## src/rtl/flash_ilk_pkg.sv

```systemverilog
package flash_ilk_pkg;
  localparam int DW = 8;
  localparam int AW = 16;
  localparam int NUM_AUX = 3;
  localparam int MODE_W = 5;

  localparam logic [AW-1:0] A_CTL  = 16'hFFA8;
  localparam logic [AW-1:0] A_STAT = 16'hFFA9;
  localparam logic [AW-1:0] A_AUX0 = 16'hFFAA;
  localparam logic [AW-1:0] A_EMU  = 16'hFEDB;
  localparam logic [AW-1:0] A_SYS  = 16'hFDB4;

  localparam int SYS_ACC_BIT = 0;

  // mode control bit positions
  localparam int B_PRG = 0;
  localparam int B_ERS = 1;
  localparam int B_PVF = 2;
  localparam int B_EVF = 3;
  localparam int B_PSU = 4;
  localparam int B_ESU = 5;
  localparam int B_SWE = 6;
  localparam int B_PIN = 7;

  typedef enum logic [MODE_W-1:0] {
    M_IDLE = 5'b00001,
    M_PROG = 5'b00010,
    M_ERS  = 5'b00100,
    M_PVF  = 5'b01000,
    M_EVF  = 5'b10000
  } mode_e;
endpackage

```

## src/rtl/flash_ilk_decode.sv

```systemverilog
module flash_ilk_decode
  import flash_ilk_pkg::*;
(
  input  logic [AW-1:0]      addr,
  input  logic               we,
  input  logic               acc_en,
  input  logic               flash_en,
  input  logic               pin,
  output logic               sel_ctl,
  output logic               sel_stat,
  output logic [NUM_AUX-1:0] sel_aux,
  output logic               sel_sys,
  output logic               sel_emu,
  output logic               gate_open,
  output logic               gated_hit,
  output logic               ctl_wr,
  output logic [NUM_AUX-1:0] aux_wr,
  output logic               sys_wr,
  output logic               emu_wr
);
  logic gated_wr_ok;

  always_comb begin
    sel_ctl  = (addr == A_CTL);
    sel_stat = (addr == A_STAT);
    sel_sys  = (addr == A_SYS);
    sel_emu  = (addr == A_EMU);
  end

  genvar gi;
  generate
    for (gi = 0; gi < NUM_AUX; gi++) begin : g_aux_sel
      assign sel_aux[gi] = (addr == (A_AUX0 + AW'(gi)));
      assign aux_wr[gi]  = gated_wr_ok & sel_aux[gi];
    end
  endgenerate

  always_comb begin
    gate_open   = acc_en & flash_en;
    gated_hit   = sel_ctl | sel_stat | (|sel_aux);
    gated_wr_ok = we & gate_open & pin;
    ctl_wr      = gated_wr_ok & sel_ctl;
    sys_wr      = we & sel_sys;
    emu_wr      = we & sel_emu;
  end
endmodule

```

## src/rtl/flash_ilk_mode.sv

```systemverilog
module flash_ilk_mode
  import flash_ilk_pkg::*;
(
  input  logic              clk,
  input  logic              rst_n,
  input  logic              pin,
  input  logic              stby,
  input  logic              wr,
  input  logic [DW-1:0]     wdata,
  output logic [DW-1:0]     ctl_rd,
  output logic [MODE_W-1:0] mode_code,
  output logic              swe
);
  logic [B_PIN-1:0] st_q, st_d;
  logic prog_act, ers_act;
  logic swe_n, psu_n, esu_n;

  always_comb begin
    prog_act = st_q[B_PSU] | st_q[B_PRG];
    ers_act  = st_q[B_ESU] | st_q[B_ERS];
    swe_n    = wdata[B_SWE];
    psu_n    = wdata[B_PSU] & swe_n & st_q[B_SWE] & ~ers_act;
    esu_n    = wdata[B_ESU] & swe_n & st_q[B_SWE] & ~prog_act & ~psu_n;
    st_d     = st_q;
    if (stby || !pin) begin
      st_d = '0;
    end else if (wr) begin
      st_d        = '0;
      st_d[B_SWE] = swe_n;
      st_d[B_PSU] = psu_n;
      st_d[B_ESU] = esu_n;
      st_d[B_PRG] = wdata[B_PRG] & psu_n & st_q[B_PSU];
      st_d[B_ERS] = wdata[B_ERS] & esu_n & st_q[B_ESU];
      st_d[B_PVF] = wdata[B_PVF] & swe_n & st_q[B_SWE];
      st_d[B_EVF] = wdata[B_EVF] & swe_n & st_q[B_SWE];
    end
  end

  always_ff @(posedge clk or negedge rst_n) begin
    if (!rst_n) st_q <= '0;
    else        st_q <= st_d;
  end

  always_comb begin
    ctl_rd = {pin, st_q};
    swe    = st_q[B_SWE];
    if (!pin)               mode_code = M_IDLE;
    else if (st_q[B_PRG])   mode_code = M_PROG;
    else if (st_q[B_ERS])   mode_code = M_ERS;
    else if (st_q[B_PVF])   mode_code = M_PVF;
    else if (st_q[B_EVF])   mode_code = M_EVF;
    else                    mode_code = M_IDLE;
  end

  a_r6_prog_needs_setup: assert property (@(posedge clk) disable iff (!rst_n)
    $rose(st_q[B_PRG]) |-> $past(st_q[B_PSU]));
  a_r7_erase_needs_setup: assert property (@(posedge clk) disable iff (!rst_n)
    $rose(st_q[B_ERS]) |-> $past(st_q[B_ESU]));
  a_r8_verify_needs_swe: assert property (@(posedge clk) disable iff (!rst_n)
    ($rose(st_q[B_PVF]) || $rose(st_q[B_EVF])) |-> $past(st_q[B_SWE]));
  a_r9_paths_exclusive: assert property (@(posedge clk) disable iff (!rst_n)
    !((st_q[B_PSU] | st_q[B_PRG]) && (st_q[B_ESU] | st_q[B_ERS])));
  a_r10_swe_clear_drops_all: assert property (@(posedge clk) disable iff (!rst_n)
    !st_q[B_SWE] |-> (st_q[B_ESU:0] == '0));
  a_r11_code_onehot: assert property (@(posedge clk) disable iff (!rst_n)
    $countones(mode_code) == 1);
  a_r12_standby_clears: assert property (@(posedge clk) disable iff (!rst_n)
    stby |=> (st_q == '0));
endmodule

```

## src/rtl/flash_ilk_areg.sv

```systemverilog
module flash_ilk_areg
  import flash_ilk_pkg::*;
(
  input  logic          clk,
  input  logic          rst_n,
  input  logic          hold_ok,
  input  logic          wr,
  input  logic [DW-1:0] wdata,
  output logic [DW-1:0] q
);
  logic [DW-1:0] q_r, q_d;

  always_comb begin
    q_d = q_r;
    if (!hold_ok)  q_d = '0;
    else if (wr)   q_d = wdata;
  end

  always_ff @(posedge clk or negedge rst_n) begin
    if (!rst_n) q_r <= '0;
    else        q_r <= q_d;
  end

  assign q = q_r;

  a_r5_hold_clear: assert property (@(posedge clk) disable iff (!rst_n)
    !hold_ok |=> (q_r == '0));
endmodule

```

## src/rtl/flash_ctl_interlock.sv

```systemverilog
module flash_ctl_interlock
  import flash_ilk_pkg::*;
(
  input  logic              clk,
  input  logic              rst_n,
  input  logic              hw_stby,
  input  logic              sw_stby,
  input  logic              prog_pin,
  input  logic              flash_en,
  input  logic [15:0]       bus_addr,
  input  logic              bus_we,
  input  logic [7:0]        bus_wdata,
  output logic [7:0]        bus_rdata,
  output logic [4:0]        mode_code,
  output logic [15:0]       erase_sel,
  output logic [7:0]        pwr_cfg
);
  logic [1:0]         rst_sync_q;
  logic               rst_i_n;
  logic [DW-1:0]      sys_q, sys_d, emu_q, emu_d;
  logic               sel_ctl, sel_stat, sel_sys, sel_emu;
  logic [NUM_AUX-1:0] sel_aux, aux_wr;
  logic               gate_open, gated_hit, ctl_wr, sys_wr, emu_wr;
  logic [DW-1:0]      ctl_rd;
  logic               swe;
  logic [DW-1:0]      aux_q [NUM_AUX];
  logic               aux_hold;

  // asynchronous assert, synchronous release
  always_ff @(posedge clk or negedge rst_n) begin
    if (!rst_n) rst_sync_q <= '0;
    else        rst_sync_q <= {rst_sync_q[0], 1'b1};
  end
  assign rst_i_n = rst_sync_q[1];

  flash_ilk_decode u_dec (
    .addr(bus_addr), .we(bus_we), .acc_en(sys_q[SYS_ACC_BIT]),
    .flash_en(flash_en), .pin(prog_pin),
    .sel_ctl(sel_ctl), .sel_stat(sel_stat), .sel_aux(sel_aux),
    .sel_sys(sel_sys), .sel_emu(sel_emu), .gate_open(gate_open),
    .gated_hit(gated_hit), .ctl_wr(ctl_wr), .aux_wr(aux_wr),
    .sys_wr(sys_wr), .emu_wr(emu_wr)
  );

  flash_ilk_mode u_mode (
    .clk(clk), .rst_n(rst_i_n), .pin(prog_pin), .stby(hw_stby | sw_stby),
    .wr(ctl_wr), .wdata(bus_wdata), .ctl_rd(ctl_rd),
    .mode_code(mode_code), .swe(swe)
  );

  assign aux_hold = prog_pin & swe;

  genvar gi;
  generate
    for (gi = 0; gi < NUM_AUX; gi++) begin : g_aux
      flash_ilk_areg u_areg (
        .clk(clk), .rst_n(rst_i_n), .hold_ok(aux_hold),
        .wr(aux_wr[gi]), .wdata(bus_wdata), .q(aux_q[gi])
      );
    end
  endgenerate

  always_comb begin
    sys_d = sys_wr ? bus_wdata : sys_q;
    emu_d = emu_wr ? bus_wdata : emu_q;
  end

  always_ff @(posedge clk or negedge rst_i_n) begin
    if (!rst_i_n) begin
      sys_q <= '0;
      emu_q <= '0;
    end else begin
      sys_q <= sys_d;
      emu_q <= emu_d;
    end
  end

  always_comb begin
    bus_rdata = '0;
    if (sel_sys)                   bus_rdata = sys_q;
    else if (sel_emu)              bus_rdata = emu_q;
    else if (gate_open) begin
      if (sel_ctl)                 bus_rdata = ctl_rd;
      else if (sel_stat)           bus_rdata = {{(DW-MODE_W){1'b0}}, mode_code};
      else begin
        for (int i = 0; i < NUM_AUX; i++)
          if (sel_aux[i])          bus_rdata = aux_q[i];
      end
    end
  end

  assign erase_sel = {aux_q[1], aux_q[0]};
  assign pwr_cfg   = aux_q[2];

  a_r3_gated_read_zero: assert property (@(posedge clk) disable iff (!rst_i_n)
    (gated_hit && !gate_open) |-> (bus_rdata == '0));
  a_r4_pin_low_blocks: assert property (@(posedge clk) disable iff (!rst_i_n)
    (!prog_pin && bus_we && sel_ctl) |=> (ctl_rd[B_PIN-1:0] == '0));
  a_r10_pin_low_idle: assert property (@(posedge clk) disable iff (!rst_i_n)
    !prog_pin |-> (mode_code == M_IDLE));
endmodule

```

## config.mk

```make
export PLATFORM = sky130hd
export DESIGN_NAME = flash_ctl_interlock
export DESIGN_NICKNAME = d
export VERILOG_FILES = /design/src/rtl/flash_ilk_pkg.sv /design/src/rtl/flash_ilk_decode.sv /design/src/rtl/flash_ilk_mode.sv /design/src/rtl/flash_ilk_areg.sv /design/src/rtl/flash_ctl_interlock.sv
export SDC_FILE = /design/constraint.sdc
export NUM_CORES = 1
export LEC_CHECK = 0
export BUFFER_PORTS_ARGS = -buffer_cell sky130_fd_sc_hd__buf_2
export CORE_ASPECT_RATIO = 0.6
export CORE_MARGIN = 2
export CORE_UTILIZATION = 38
export DETAILED_ROUTE_END_ITERATION = 12
export GPL_ROUTABILITY_DRIVEN = 0
export SYNTH_ARGS = -nofsm -noshare
export SYNTH_HDL_FRONTEND = slang
export SYNTH_HIERARCHICAL = 1
export SYNTH_SLANG_ARGS = --single-unit
```

## constraint.sdc

```tcl
create_clock -name clk -period 1.4 [get_ports clk]
set_input_delay 0 -clock clk [delete_from_list [all_inputs] [get_ports clk]]
set_output_delay 0 -clock clk [all_outputs]
set_load 0.01 [all_outputs]
```

# Yosys cells after proc, flatten, opt, wreduce, memory -nomap -nowiden
# Index checks and enable logic that the tools add are counted.
# word_totals
in_bits	31
output_inout_bits	37
ff_bits	49
wordCells	72
# op_classes
muxes	21
n_eq_ne	10
bitwise	31
n_reduce_logical	3
# ops
op	n
== test 16 bit (second input constant)	7
two-way mux 8 bit	14
AND 1 bit	25
two-way mux 5 bit	5
two-way mux 7 bit	2
inequality test 2 x 1 -> 1 bit (second input constant)	2
NOT 1 bit	3
bitwise OR 1 bit	3
inequality test 2 bit (second input constant)	1
nonzero test 2 bit	1
zero test 1 bit	1
logical OR 1 bit	1

# Depth between registers and ports, before layout
# Gate-level depths: netlist of run 1.
# logic_depth
ltp_word	10
depth_mapped	8
depth_no_buf	6

# Cells and area by module
# Netlist of run 1, hierarchy kept.
# by_module_without_submodules
module	cells_per_inst	instances	area_per_inst_um2
flash_ctl_interlock	127	1	1255.0
flash_ilk_areg	25	3	341.6
flash_ilk_mode	32	1	366.6
flash_ilk_decode	39	1	231.5

# Worst setup path after synthesis of run 1
# OpenSTA, ideal clock, no wires.
# synth_timing
path_type	register to register
from	reg sys_q[0]
to	reg u_mode.st_q[5]
arrival_ps	1611
period_less_slack_ps	1689
path_stages_with_launch	7
setup_ps	78
path_slack_ps	-289
path_cell_list	dfrtp_1 > and2_1 > nand3_1 > nor3_1 > nand3_1 > or4_4 > o2bb2ai_1
# synth_via
elab_chain_len	5
# synth_rtl
item	line_no	text
from (decl)	flash_ctl_interlock.sv:20	logic [DW-1:0] sys_q, sys_d, emu_q, emu_d;
from (signal assigned)	flash_ctl_interlock.sv:73	sys_q <= sys_d;
AND 1 bit	flash_ilk_decode.sv:39	gate_open = acc_en & flash_en;
via gate_open	flash_ctl_interlock.sv:23	logic gate_open, gated_hit, ctl_wr, sys_wr, emu_wr;
AND 1 bit (2 in series)	flash_ilk_decode.sv:41	gated_wr_ok = we & gate_open & pin;
AND 1 bit	flash_ilk_decode.sv:42	ctl_wr = gated_wr_ok & sel_ctl;
via ctl_wr	flash_ctl_interlock.sv:23	
nonzero test 2 bit (no source line)	n/a	
to (signal assigned)	flash_ilk_mode.sv:41	else st_q <= st_d;
to (decl)	flash_ilk_mode.sv:14	logic [B_PIN-1:0] st_q, st_d;
# The timed path passes the listed nets, and every way through them passes these cells.
# A chain may end at the register's enable or synchronous reset.

# Worst setup path after layout of run 1
# layout_timing
from	reg u_mode.st_q[3]
to	out bus_rdata[0]
# layout_via
elab_chain_len	10
# layout_rtl
item	line_no	text
two-way mux 5 bit	flash_ilk_mode.sv:51	else if (st_q[B_EVF]) mode_code = M_EVF;
two-way mux 5 bit	flash_ilk_mode.sv:50	else if (st_q[B_PVF]) mode_code = M_PVF;
two-way mux 5 bit	flash_ilk_mode.sv:49	else if (st_q[B_ERS]) mode_code = M_ERS;
two-way mux 5 bit	flash_ilk_mode.sv:48	else if (st_q[B_PRG]) mode_code = M_PROG;
two-way mux 5 bit	flash_ilk_mode.sv:47	if (!pin) mode_code = M_IDLE;
two-way mux 8 bit	flash_ctl_interlock.sv:84	else if (sel_stat) bus_rdata = {{(DW-MODE_W){1'b0}}, mode_code};
two-way mux 8 bit	flash_ctl_interlock.sv:83	if (sel_ctl) bus_rdata = ctl_rd;
two-way mux 8 bit	flash_ctl_interlock.sv:82	else if (gate_open) begin
two-way mux 8 bit	flash_ctl_interlock.sv:81	else if (sel_emu) bus_rdata = emu_q;
two-way mux 8 bit	flash_ctl_interlock.sv:80	if (sel_sys) bus_rdata = sys_q;
to (decl)	flash_ctl_interlock.sv:13	output logic [7:0] bus_rdata,
# Every way passes these cells.

==> reports/qor.csv, run 1 <==
metric,value,unit
timing.rr.start,sys_q[0],
pre_cts_ws,-375,ps
fin_util,0.549,
cp.required,1400,ps
io_buffers,67,
cp.arrival,1830,ps
place_inst,474,
grt_first_pass_wirelength,13500,um
period_share,1.31,
yosys_warnings,6,
die-width,116,um
fin_ws,-427,ps
wl,8640,um
worstMarginPinSlew,724,ps
hold_ws,12.6,ps
root_buffer,clkbuf_16,
start_util,0.393,
hold_viol,0,
cts_tree,done,
grt_overflow,0,
skew,7.66,ps
viasPerCell,5.27,
die_area,0.00827,mm^2
rr_worst_depth,6,
hpwl,6320,um
io_pins,68,
grt_max_degree,31,
max_slew_margin,0.517,
p_per_area,751,mW/mm^2
end_kind,primary output,
drt_iter0_drc,186,
netlist_area,0.00287,mm^2
core_area,0.00730,mm^2
ant_nets,0,
cp-endpoint,bus_rdata[0],
syn_nets,301,
fin_crit,1830,ps
hold_path_class,in -> async,
avgRoutedWirePerCell,17.6,um
rr_endpoint,u_mode/st_q[5],
route.detailed.drc,0,
antenna_found_initial,0,
vdd_ir_drop_max,0.704,mV
area_growth,39.8,%
p_leak,1.87,nW
cts_max_level,2,
clock_latency,290,ps
place_area,0.00364,mm^2
grt_usage,0.217,
violations,negative setup slack,
clk_pin_slew,70,ps
fmax,0.547,GHz
cts_buffers,5,
final_cells,491,
drive_gt1_frac,0.468,
timing_worst_setup_path_type,reg -> out,
fin_nets,417,
setup_violations,35,
r2r_setup_slack,-120,ps
critPathMaxFanout,3,
firstDrtPassIters,5,
grt_pass1_vias,2454,
synth_cells,270,
row_count,24,
status,"finished, violations left",
maxSlewViolCount,0,
startpoint_type,flip-flop,
n_antenna_cell,0,
dr_total_vias,2586,
rsz0062_at_grt,true,
cap_violations,0,
crit_path_start,u_mode/st_q[3],
final_area,0.00401,mm^2
cts_sinks,49,
die_h,71.3,um
synth.avg_cell_area,10.6,um^2
cts.path.max_buffers,2,
per-layer routing:
layer | track usage | part of all wire | wire length (um)
met1 | 0.361 | 0.51 | 4380
met2 | 0.286 | 0.40 | 3420
met3 | 0.0440 | 0.092 | 798
met4 | 0.0410 | 0.0044 | 38
met5 | 0 | 0 | 0
report_power, final:
group | leakage (nW) | switching (mW) | internal, mW
Sequential | 0.660 | 0.00135 | 1.42
Clock | 0.0859 | 0.567 | 0.859
Combinational | 1.12 | 0.0995 | 0.0634
layout make-up:
class,count,area (um^2)
repair buffers,126,820
fillers,668,3290
multi-input cells,200,1640
clock buffers,5,125
flip-flops and latches,49,1230
well taps,104,130
clock inverters,3,50.0
inverters,4,15.0
critical path: stages (launching register included):
cell and delay, ps:
dfrtp_1 420, o41ai_4 430, or3b_1 180, a31oi_2 90, a211oi_2 230, buf_2 190
worst min-delay path by stage:
stage	slack, ps	depth (start not counted)	end
after floorplan	-300	0	rst_sync_q[0]
after global placement	-210	1	rst_sync_q[0]
after detailed placement	-210	1	rst_sync_q[0]
after CTS	10	2	rst_sync_q[1]
after global routing	6	2	rst_sync_q[1]
final	10	2	rst_sync_q[1]
repair_timing:
action                                 in CTS  in global routing
pin swaps                                   8                  2
setup endpoints to repair                  39                 39
hold buffers                                2                  0
resized for setup                          18                  7
setup buffers                               7                  1
endpoints found under the hold margin       3                  0
metrics by stage:
stage | setup TNS [ps] | power [mW]
after floorplan | -163 | 1.49
after global placement | -7430 | 1.60
after detailed placement | -9160 | 1.60
after CTS | -4120 | 3.03
after global routing | -6400 | 3.12
final | -3700 | 3.01
layout by cell type (no fill, tap or decap), types with 4 or more instances in the layout:
cell	instances
nand3b_1	10
mux2_2	13
mux2i_1	25
nand2b_1	6
a31oi_1	4
buf_2	65
clkbuf_16	5
a211oi_1	10
buf_6	5
a22o_1	4
a21o_1	10
buf_4	53
inv_1	4
nand2_1	10
nor2b_1	32
dfrtp_1	46
or3b_1	5
nor2_1	11
sequential cells by signal, summed over array words and instances (netlist names):
register	cells
emu_q	8
g_aux.u_areg/q	24
rst_sync_q	2
sys_q	8
u_mode/st_q	7
Note: power is estimated with default switching activity, not from simulation.
==> inputs of run 2 (changes only) <==
==> constraint.sdc (replaced) <==
create_clock -name clk -period 1.4 [get_ports clk]
set_input_delay 0.42 -clock clk [delete_from_list [all_inputs] [get_ports clk]]
set_output_delay 0.42 -clock clk [all_outputs]
set_load 0.01 [all_outputs]
==> reports/qor.csv, run 2 (synthesized netlist as in run 1, its figures left out) <==
metric,value,unit,change
place_area,0.00389,mm^2,+6.9%
fin_nets,440,,+5.5%
n_antenna_cell,0,,unchanged
die_area,0.00827,mm^2,unchanged
grt_overflow,0,,unchanged
vdd_ir_drop_max,0.555,mV,-21%
status,"finished, violations left",,
timing_worst_setup_path_type,in -> out,,
drt_iter0_drc,212,,+14%
cts_buffers,5,,unchanged
cp-endpoint,bus_rdata[5],,
final_area,0.00460,mm^2,+15%
core_area,0.00730,mm^2,unchanged
fin_crit,2490,ps,+660 ps
fin_ws,-1090,ps,-660 ps
ant_nets,0,,unchanged
row_count,24,,unchanged
total_power,2.82,mW,-6.2%
viasPerCell,5.28,,+0.29%
grt_pass1_vias,2703,,+10%
grt_max_degree,48,,+55%
hold_ws,251,ps,+239 ps
cp.required,980,ps,-420 ps
area_growth,60.4,%,
rr_worst_depth,6,,unchanged
cap_violations,0,,unchanged
setup_violations,58,,+66%
grt_usage,0.239,,+0.0221
cts_sinks,49,,unchanged
p_leak,2.06,nW,+10%
wl,9660,um,+12%
dr_total_vias,2715,,+5.0%
rr_endpoint,u_mode/st_q[5],,
io_pins,68,,unchanged
firstDrtPassIters,4,,-1
hold_path_class,reg -> async,,
io_buffers,67,,unchanged
die_h,71.3,um,unchanged
cts.path.max_buffers,2,,unchanged
maxSlewViolCount,0,,unchanged
route.detailed.drc,0,,unchanged
die-width,116,um,unchanged
timing.rr.start,sys_q[0],,
fmax,0.402,GHz,-27%
violations,negative setup slack,,
crit_path_start,bus_addr[4],,
largest_reg_flops,24,,unchanged
cp.arrival,2070,ps,+240 ps
p_per_area,614,mW/mm^2,-18%
clk_pin_slew,60,ps,about the same
r2r_setup_slack,-210,ps,-90 ps
avgRoutedWirePerCell,18.8,um,+6.9%
cts_tree,done,,
hold_viol,0,,unchanged
root_buffer,clkbuf_16,,
start_util,0.393,,unchanged
drive_gt1_frac,0.546,,+0.0786
antenna_found_initial,0,,unchanged
critPathMaxFanout,5,,+2
skew,1.90,ps,-5.76 ps
rsz0062_at_grt,true,,
fillers,593,,-11%
startpoint_type,primary input,,
pre_cts_ws,-1200,ps,-821 ps
cts_max_level,2,,unchanged
period_share,1.78,,+0.471
hpwl,6550,um,+3.7%
final_cell_mix,"buf_6, buf_4, dfrtp_1",,
end_kind,primary output,,
clock_latency,290,ps,about the same
final_common_cell,buf_6,,
grt_first_pass_wirelength,14900,um,+9.8%
fin_setup_tns,-20630,ps,-16920 ps
run 2: cell count changes in the layout (fill, tap and decap cells not counted), moves of 4 or more:
cell,before,now
nor2_4,1,6
buf_2,65,38
buf_6,5,55
mux2_4,0,13
mux2_2,13,0
nand2_2,0,4
nor2_1,11,4
nand2_1,10,6
run 2: where the power goes:
group / switching, mW / internal, mW
sequential: 0.00164 / 1.42
combinational: 0.116 / 0.0878
clock: 0.539 / 0.658
run 2: layout make-up:
| cell class | count | area (um^2) | area share |
|---|---|---|---|
| multi-input cells | 200 | 1800 | 0.392 |
| repair buffers | 149 | 1280 | 0.278 |
| flip-flops and latches | 49 | 1230 | 0.268 |
| well taps | 104 | 130 | 0.0283 |
| clock buffers | 6 | 129 | 0.0280 |
| inverters | 4 | 15.0 | 0.00327 |
| clock inverters | 2 | 10.0 | 0.00218 |
run 2: metal layers:
metal / wire, um / GRT usage
met2: 4260 / 0.341
met3: 728 / 0.0787
met1: 4590 / 0.354
met4: 88 / 0.0529
met5: 0 / 0
run 2: through the flow:
step / std cells / util
2_1_floorplan: 270 / -
3_3_place_gp: 499 / 0.534
3_5_place_dp: 499 / 0.534
4_1_cts: 511 / 0.590
5_1_grt: 514 / 0.630
6_report: 514 / 0.630
run 2: worst max-delay path: stages:
cell	delay, ps
buf_6	90
and4b_2	340
nand4_4	160
nor2_4	140
buf_6	120
nand3b_1	90
a211o_1	280
a221oi_2	250
buf_2	180
run 2: how the worst min path moves through the flow:
stage                   from              endpoint  slack [ps]
2_1_floorplan          rst_n         rst_sync_q[0]         120
3_3_place_gp           rst_n         rst_sync_q[0]         210
3_5_place_dp           rst_n         rst_sync_q[0]         210
4_1_cts        rst_sync_q[1]  g_aux[1].u_areg/q[6]         270
5_1_grt        rst_sync_q[1]  g_aux[1].u_areg/q[6]         280
6_report       rst_sync_q[1]  g_aux[1].u_areg/q[6]         250
run 2: repair_timing:
action,4_1_cts,5_1_grt
gates cloned,0,0
buffers inserted,3,14
pin swaps,12,15
endpoints found under the setup margin,63,76
hold endpoints to repair,2,0
hold buffers,1,0
resized for setup,55,61
==> inputs of run 3 (changes only) <==
- CTS_CLUSTER_SIZE: default -> 40
- MAX_ROUTING_LAYER: default -> met4
==> reports/qor.csv, run 3 (synthesized netlist as in run 1, its figures left out) <==
metric,value,unit,change
cts_sinks,49,,unchanged
end_kind,primary output,,
period_share,1.78,,about the same
clock_latency,290,ps,about the same
clk_pin_slew,60,ps,about the same
root_buffer,clkbuf_16,,
cp.required,980,ps,about the same
grt_pass1_vias,2707,,+0.15%
die_area,0.00827,mm^2,unchanged
p_per_area,613,mW/mm^2,about the same
cp_slowest_cell,and4b_2,,
cts.path.max_buffers,2,,unchanged
cts_buffers,5,,unchanged
violations,negative setup slack,,
row_count,24,,unchanged
power_frac_comb,0.073,,about the same
cts_tree,done,,
start_util,0.393,,unchanged
fin_setup_tns,-20690,ps,-67.8 ps
viasPerCell,5.26,,-0.48%
n_antenna_cell,0,,unchanged
multiInputGateArea,0.00180,mm^2,unchanged
io_pins,68,,unchanged
firstDrtPassIters,4,,unchanged
seqCellArea,0.00123,mm^2,unchanged
grt_first_pass_wirelength,14900,um,about the same
p_leak,2.06,nW,unchanged
drive_gt1_frac,0.546,,unchanged
hold_viol,0,,unchanged
seqPwrFrac,0.504,,about the same
vdd_ir_drop_max,0.555,mV,about the same
startpoint_type,primary input,,
grt_usage,0.247,,+0.00779
die_h,71.3,um,unchanged
path_common_cell,buf_6,,
largest_reg_flops,24,,unchanged
cts_max_level,2,,unchanged
total_power,2.82,mW,about the same
avgRoutedWirePerCell,18.9,um,+0.49%
dr_total_vias,2702,,-0.48%
final_cell_mix,"buf_6, buf_4, dfrtp_1",,
fin_ws,-1090,ps,+0.0500 ps
grt_max_degree,48,,unchanged
crit_chain,"buf_6, and4b_2, nand4_4, nor2_4, buf_6, nand3b_1, a211o_1, a221oi_2, buf_2",,
fin_nets,440,,unchanged
place_area,0.00389,mm^2,unchanged
switching_power,0.655,mW,-0.37%
maxSlewViolCount,0,,unchanged
fmax,0.402,GHz,about the same
core_area,0.00730,mm^2,unchanged
grt_overflow,0,,unchanged
die-width,116,um,unchanged
power.clock.fraction,0.424,,about the same
antenna_found_initial,0,,unchanged
setup_violations,58,,unchanged
ant_nets,0,,unchanged
route.detailed.drc,0,,unchanged
p_sw_frac,0.232,,-0.000663
final_common_cell,buf_6,,
cap_violations,0,,unchanged
final_area,0.00460,mm^2,unchanged
p_int,2.16,mW,about the same
critPathMaxFanout,5,,unchanged
drt_iter0_drc,213,,+0.47%
hold_ws,249,ps,-2.12 ps
critPathMaxStageDelay,340,ps,about the same
hpwl,6550,um,unchanged
wl,9710,um,+0.49%
rsz0062_at_grt,true,,
area_growth,60.4,%,unchanged
io_buffers,67,,unchanged
timing_worst_setup_path_type,in -> out,,
hold_path_class,reg -> async,,
skew,1.91,ps,+0.0147 ps
cp.arrival,2070,ps,about the same
status,"finished, violations left",,
fillers,593,,unchanged
fin_crit,2490,ps,-0.0500 ps
==> run 3: metrics by stage <==
stage | setup WS, ps | cells | utilization
global placement | -1180 | 499 | 0.534
detailed placement | -1200 | 499 | 0.534
CTS | -1060 | 511 | 0.590
finish | -1090 | 514 | 0.630
global route | -1170 | 514 | 0.630
floorplan | -740 | 270 | -
==> run 3: power by group through the flow <==
stage / clock, mW / combinational, mW / sequential, mW
6_report: 1.19 / 0.204 / 1.42
5_1_grt: 1.29 / 0.219 / 1.42
4_1_cts: 1.22 / 0.186 / 1.42
3_5_place_dp: 0 / 0.165 / 1.45
3_3_place_gp: 0 / 0.161 / 1.45
2_1_floorplan: 0 / 0.0303 / 1.47
==> run 3: routing by layer <==
layer | wire length, um | track usage | share of wire | vias up
li1 | - | - | - | 1255
met5 | 0 | - | 0 | -
met3 | 823 | 0.0736 | 0.085 | 11
met4 | 97 | 0.0529 | 0.010 | 0
met2 | 4240 | 0.340 | 0.44 | 93
met1 | 4550 | 0.359 | 0.47 | 1343
==> run 3: layout make-up <==
type | count | area share
Multi-Input combinational cell | 200 | 0.392
Timing Repair Buffer | 149 | 0.278
Sequential cell | 49 | 0.268
Tap cell | 104 | 0.0283
Clock buffer | 6 | 0.0280
Inverter | 4 | 0.00327
Clock inverter | 2 | 0.00218
==> run 3: worst paths after layout <==
path / from / end / slack (ps) / cells past startpoint
max: bus_addr[4] / bus_rdata[6] / -1090 / 9
min: rst_sync_q[1] / g_aux[1].u_areg/q[6] / 250 / 1
max reg2reg: sys_q[0] / u_mode/st_q[5] / -200 / 6
min reg2reg: rst_sync_q[1] / g_aux[1].u_areg/q[6] / 250 / 1
max in group asynchronous: rst_n / rst_sync_q[1] / 860 / 2
min in group clk: rst_sync_q[0] / rst_sync_q[1] / 350 / 0
==> run 3: timing repair <==
item | in CTS | in global routing
endpoints found under the setup margin | 63 | 76
cloned | 0 | 0
pin swaps | 12 | 15
gates resized for setup | 55 | 61
buffers inserted | 3 | 14
hold buffers | 1 | 0
hold endpoints to repair | 2 | 0
==> run 3: critical path, delay by kind of cell <==
kind | cells | cell delay, ps
buffers and inverters | 3 | 380
AO/OA/AOI/OAI | 2 | 530
AND/OR/NAND/NOR | 4 | 710
